## config.mk

```make
export PLATFORM = sky130hd
export DESIGN_NAME = evt_cmp_channel
export DESIGN_NICKNAME = d
export VERILOG_FILES = /design/src/rtl/evt_cmp_channel.sv
export SDC_FILE = /design/constraint.sdc
export NUM_CORES = 1
export LEC_CHECK = 0
export BUFFER_PORTS_ARGS = -buffer_cell sky130_fd_sc_hd__buf_2
export CAP_MARGIN = 20
export CORE_MARGIN = 10
export CORE_UTILIZATION = 45
export CTS_CLUSTER_SIZE = 16
export DETAILED_ROUTE_END_ITERATION = 8
export PLACE_DENSITY = 0.76
export SYNTH_ARGS = -nofsm -noshare
export SYNTH_HDL_FRONTEND = slang
export SYNTH_SLANG_ARGS = --single-unit
export TNS_END_PERCENT = 5
```

## constraint.sdc

```tcl
create_clock -name clk -period 6.9 [get_ports clk]
set_input_delay 1.035 -clock clk [delete_from_list [all_inputs] [get_ports clk]]
set_output_delay 1.035 -clock clk [all_outputs]
set_load 0.05 [all_outputs]
```

## src/rtl/evt_cmp_channel.sv

```systemverilog
module evt_cmp_channel #(
  parameter int HALF_W = 32,
  localparam int W = 2 * HALF_W
) (
  input  logic          clk,
  input  logic          rst_n,
  input  logic [W-1:0]  count_i,
  input  logic          glb_en_i,
  input  logic          cfg_we_i,
  input  logic          cmp_lo_we_i,
  input  logic          cmp_hi_we_i,
  input  logic [HALF_W-1:0] wdata_i,
  output logic          fire_o,
  output logic [W-1:0]  cfg_rd_o,
  output logic [W-1:0]  cmp_rd_o,
  output logic [W-1:0]  per_rd_o
);

  logic en_q, per_q, nar_q, sv_q, fire_q, ones_q;
  logic [W-1:0] cmp_q, prd_q;

  logic              active, match, behind, wrap_hit, hit, kill, wr_cmp;
  logic [HALF_W-1:0] cnt_lo, hi_val, lo_prd, hi_prd;
  logic [W-1:0]      gap, sum, next_cmp;

  assign active   = en_q & glb_en_i;
  assign cnt_lo   = count_i[HALF_W-1:0];
  assign match    = nar_q ? (cnt_lo == cmp_q[HALF_W-1:0]) : (count_i == cmp_q);
  assign gap      = count_i - cmp_q;
  assign behind   = nar_q ? ~gap[HALF_W-1] : ~gap[W-1];
  assign sum      = cmp_q + prd_q;
  assign next_cmp = nar_q ? {{HALF_W{1'b0}}, sum[HALF_W-1:0]} : sum;
  assign wrap_hit = active & nar_q & ~per_q & ones_q & (cnt_lo == '0);
  assign hit      = (active & match) | wrap_hit;
  assign kill     = cfg_we_i & ~wdata_i[0];
  assign wr_cmp   = ~per_q | sv_q;
  assign hi_val   = nar_q ? '0 : wdata_i;
  assign lo_prd   = nar_q ? {1'b0, wdata_i[HALF_W-2:0]} : wdata_i;
  assign hi_prd   = {1'b0, hi_val[HALF_W-2:0]};

  always_ff @(posedge clk or negedge rst_n) begin
    if (!rst_n) begin
      en_q <= 1'b0; per_q <= 1'b0; nar_q <= 1'b0; sv_q <= 1'b0;
      fire_q <= 1'b0; ones_q <= 1'b0;
      cmp_q <= '1; prd_q <= '0;
    end else begin
      fire_q <= hit & ~kill;
      ones_q <= &cnt_lo;
      if (cfg_we_i) begin
        en_q  <= wdata_i[0];
        per_q <= wdata_i[1];
        nar_q <= wdata_i[2];
        sv_q  <= wdata_i[3];
        if (wdata_i[2]) begin
          cmp_q[W-1:HALF_W] <= '0;
          prd_q[W-1:HALF_W] <= '0;
        end
      end else if (cmp_lo_we_i) begin
        if (wr_cmp) cmp_q[HALF_W-1:0] <= wdata_i;
        if (per_q)  prd_q[HALF_W-1:0] <= lo_prd;
        sv_q <= 1'b0;
      end else if (cmp_hi_we_i) begin
        if (wr_cmp) cmp_q[W-1:HALF_W] <= hi_val;
        else        prd_q[W-1:HALF_W] <= hi_prd;
        sv_q <= 1'b0;
      end else if (active && per_q && prd_q != '0 && behind) begin
        cmp_q <= next_cmp;
      end
    end
  end

  assign fire_o   = fire_q;
  assign cmp_rd_o = cmp_q;
  assign per_rd_o = prd_q;
  assign cfg_rd_o = {{(HALF_W-2){1'b0}}, 2'b11, {(HALF_W-4){1'b0}}, sv_q, nar_q, per_q, en_q};

  AST_FIRE_ONLY_ACTIVE: assert property (@(posedge clk) disable iff (!rst_n)
    fire_q |-> $past(en_q & glb_en_i));
  AST_DISABLE_KILLS: assert property (@(posedge clk) disable iff (!rst_n)
    (cfg_we_i && !wdata_i[0]) |=> !fire_q);
  AST_SETVAL_CLEARS: assert property (@(posedge clk) disable iff (!rst_n)
    (!cfg_we_i && (cmp_lo_we_i || cmp_hi_we_i)) |=> !sv_q);
  AST_PERIOD_TOP_ZERO: assert property (@(posedge clk) disable iff (!rst_n)
    prd_q[W-1] == 1'b0);
  AST_NARROW_UPPER_ZERO: assert property (@(posedge clk) disable iff (!rst_n)
    nar_q |-> (cmp_q[W-1:HALF_W] == '0 && prd_q[W-1:HALF_W] == '0));
  AST_ONESHOT_CMP_STABLE: assert property (@(posedge clk) disable iff (!rst_n)
    (!per_q && !cfg_we_i && !cmp_lo_we_i && !cmp_hi_we_i) |=> $stable(cmp_q));

endmodule

```

==> impl_summary.log <==
INFO  metric sum_of_buffers_and_inverters_on_the_critical_path = 2
INFO  metric drt_pre_antenna_iters = 5
INFO  metric setup-violations-final = 0
INFO  metric vias_in_the_first_global_route = 11500
INFO  metric syn-mean-instance-area = 8.43 µm²
INFO  metric yosysTopAreaCellShare = 0.148
INFO  metric setup_total_negative_slack = 0 ns
INFO  metric worstSetupEndpointType = flip-flop
INFO  metric postSynthRegisterBits = 133
INFO  metric tightestPinTransition = a little over 1 ns
INFO  metric route.detailed.drc = 0
INFO  metric drt.antenna.violating_nets = 0
INFO  metric power_per_cell_area = 392 nW/µm²
INFO  metric synthDistinctLibCells = 74
INFO  metric worst_skew_pair.late_latency = between 0.4 and 0.5 ns
INFO  metric placement.io_buffers = ~230
INFO  metric hold_path.class = reg -> reg
INFO  metric multi_input_gate_area = approximately 7400 µm²
INFO  metric nNetsFinal = around 1800
INFO  metric layout.cells.most_common = buf_2
INFO  metric number_of_antenna_violations_at_the_first_check_in_global_routing = 2
INFO  metric cpPeakStageDelay = approximately 0.7 ns
INFO  metric hold_slack = around 0.49 ns
INFO  metric place_congestion = approximately 0.96
INFO  metric cts-buffers-inserted = 17
INFO  metric pin_count = a little under 300
INFO  metric placement.setup.worst_slack = between 2 and 2.5 ns
INFO  metric crit_family = simple AND/OR/NAND/NOR gates
INFO  metric grt_setup_unrepaired = no
INFO  metric maxSlewHeadroom = 0.324
INFO  metric start_util = 0.460
INFO  metric postLayoutSetupSlackWorst = 2.35 ns
INFO  metric grt_util_all_layers = 0.251
INFO  metric grt_remaining_overflow = 0
INFO  metric internal_power = between 2 and 3 mW
INFO  metric p_sw = between 2 and 3 mW
INFO  metric core = roughly 25000 µm²
INFO  metric synth_ff_type = dfrtp_1
INFO  metric power.sequential.fraction = 0.244
INFO  metric cts.sink_count = between 100 and 150
INFO  metric timing.final.max_slew_violations = 0
INFO  metric slowest_stage = nor4_2
INFO  metric peakVddDrop = approximately 0.31 mV
INFO  metric cp_max_fo = 62
INFO  metric finalCoreUtilization = 0.529
INFO  metric area.sequential = 3410 µm²
INFO  metric cells_along_the_critical_path = inv_1 -> ha_1 -> and3_1 -> nand4_1 -> nor4_2 -> and2_1 -> a21oi_1 -> a211o_1 -> a41oi_2 -> o21ai_4 -> buf_4 -> nor2_1 -> a32oi_1 -> o31ai_1
INFO  metric drv_cap = 0
INFO  metric synth_edf_count = 0
INFO  metric fp.dieW = approximately 180 µm
INFO  metric power.share.combinational = 0.582
INFO  metric rows = 58
INFO  metric status = finished, final reports clean
INFO  metric final.min_clock_period = about 4.5 ns
INFO  metric cts_resized = 0
INFO  metric n_fill_cell = ~2500
INFO  metric ctsHoldBuffers = 0
INFO  metric synth_area_leaders = dfrtp_1 15%, dfstp_2 14%, ha_1 14%
INFO  metric crit_start_category = flip-flop
INFO  metric syn2layout_area_growth = 14.9%
INFO  metric most-common-layout-cells = 232 x buf_2, 157 x nand2_1, 126 x ha_1, 118 x o21ai_0, 105 x a21oi_1
INFO  metric clock_transition_at_the_registers_of_the_reported_paths = around 0.070 ns
INFO  metric portion_of_the_post_synthesis_area_used_by_sequential_elements = 0.292
INFO  metric synth_area = between 10000 and 15000 µm²
INFO  metric critPathRequiredTime = slightly above 7 ns
INFO  metric die_y = 181 µm
INFO  metric post_dp_cell_area = 12800 µm²
INFO  metric htreeDepth = 4
INFO  metric static-leakage-power = ~6.6 nW
INFO  metric final-hold-violation-count = 0
INFO  metric cts_setup_buffers = 0
INFO  metric routed-via-count = around 11000
INFO  metric dieArea = around 33000 µm²
INFO  metric hpwl = ~34000 µm
INFO  metric synth_warnings = 0
INFO  metric fin_area = 13400 µm²
INFO  metric via_per_inst = ~6
INFO  metric async_flop_share = 1.00
INFO  metric max_freq = roughly 220 MHz
INFO  metric power_switching_share = 0.515
INFO  metric clockPowerShare = 0.174
INFO  metric final_layout_size_suffix_gt1_frac = 0.243
INFO  metric timing.setup.critical_path_class = reg -> reg
INFO  metric cts_root_buf = clkbuf_16
INFO  metric postRouteWirelength = between 40000 and 50000 µm
INFO  metric wl_per_cell = around 22 µm
INFO  metric cts_tree = done
INFO  metric maximum_number_of_pins_on_one_net_before_global_route_repair = 77
INFO  metric cts_max_path_buffers = 2
INFO  metric synthesis.instances = ~1400
INFO  metric first_pass_grt_wire_length = 65900 µm
INFO  metric min_period_over_period = 0.659
INFO  metric clock-skew-final = ~0.014 ns
INFO  metric synth_largest_area_cell = dfrtp_1
INFO  metric arrival = 4.90 ns
INFO  metric drt_iter0_markers = between 800 and 900
metrics by stage:
stage | std cells | power, mW
2_1_floorplan | 1442 | 3.54
3_3_place_gp | 1892 | 4.25
3_5_place_dp | 1893 | 4.30
4_1_cts | 1925 | 5.23
5_1_grt | 1926 | 5.59
6_report | 1926 | 5.25
power groups by stage:
stage | registers (mW) | clock network (mW) | logic (mW)
finish | 1.28 | 0.915 | 3.06
CTS | 1.28 | 0.918 | 3.03
global route | 1.30 | 0.960 | 3.32
global placement | 1.28 | 0 | 2.98
detailed placement | 1.28 | 0 | 3.01
floorplan | 1.85 | 0 | 1.68
cell type report:
class,count,area share
Timing Repair Buffer,243,0.0932
Tap cell,330,0.0308
Clock buffer,20,0.0326
Multi-Input combinational cell,1100,0.555
Sequential cell,133,0.255
Antenna cell,1,0.000187
Clock inverter,12,0.00972
Inverter,87,0.0244
cells by family after synthesis:
family	Yosys count	synth area share
fa+ha+maj	127	0.137
other cells	2	0.000644
mux	45	0.0421
flops	133	0.292
xor+xnor	54	0.0406
compound gates	429	0.239
buf+inv	209	0.0902
simple gates	384	0.159
metal layers:
layer | track usage | part of all wire
met2 | 0.403 | 0.46
met4 | 0.0761 | 0.022
met5 | 0 | 0
met3 | 0.0577 | 0.092
met1 | 0.330 | 0.43
synth_stat cells (20+ instances only):
cell / number
nand2_1: 157
ha_1: 126
o21ai_0: 118
a21oi_1: 105
inv_1: 86
dfrtp_1: 69
buf_4: 66
dfstp_2: 64
nor2_1: 63
a21o_1: 61
nand4_1: 46
clkbuf_1: 44
mux2_2: 32
xnor2_1: 32
nor4_1: 30
a22o_1: 29
xor2_1: 22
nor3_1: 20
worst paths after layout:
check / from / to / slack, ns / cells after the start
setup / recovery: cmp_rd_o[61] / cmp_rd_o[54] / 2.35 / 14
hold / removal: cmp_rd_o[55] / cmp_rd_o[55] / 0.49 / 2
setup reg to reg: cmp_rd_o[61] / cmp_rd_o[54] / 2.35 / 14
hold reg to reg: cmp_rd_o[55] / cmp_rd_o[55] / 0.49 / 2
max in group asynchronous: rst_n / per_rd_o[41] / 4.75 / 2
min in group asynchronous: rst_n / per_rd_o[18] / 0.65 / 1
registers in the layout, indices dropped and copies added (netlist names):
name,cells
cmp_rd_o,64
per_rd_o,63
en_q,1
fire_o,1
nar_q,1
ones_q,1
per_q,1
sv_q,1
worst reg2reg max path, cell delays in order, from the launching register on:
cell and delay, ns:
dfstp_2 0.59, inv_1 0.11, ha_1 0.31, and3_1 0.17, nand4_1 0.25, nor4_2 0.70, and2_1 0.29, a21oi_1 0.12
a211o_1 0.28, a41oi_2 0.23, o21ai_4 0.08, buf_4 0.34, nor2_1 0.68, a32oi_1 0.21, o31ai_1 0.11
(Power assumes the default switching activity.)
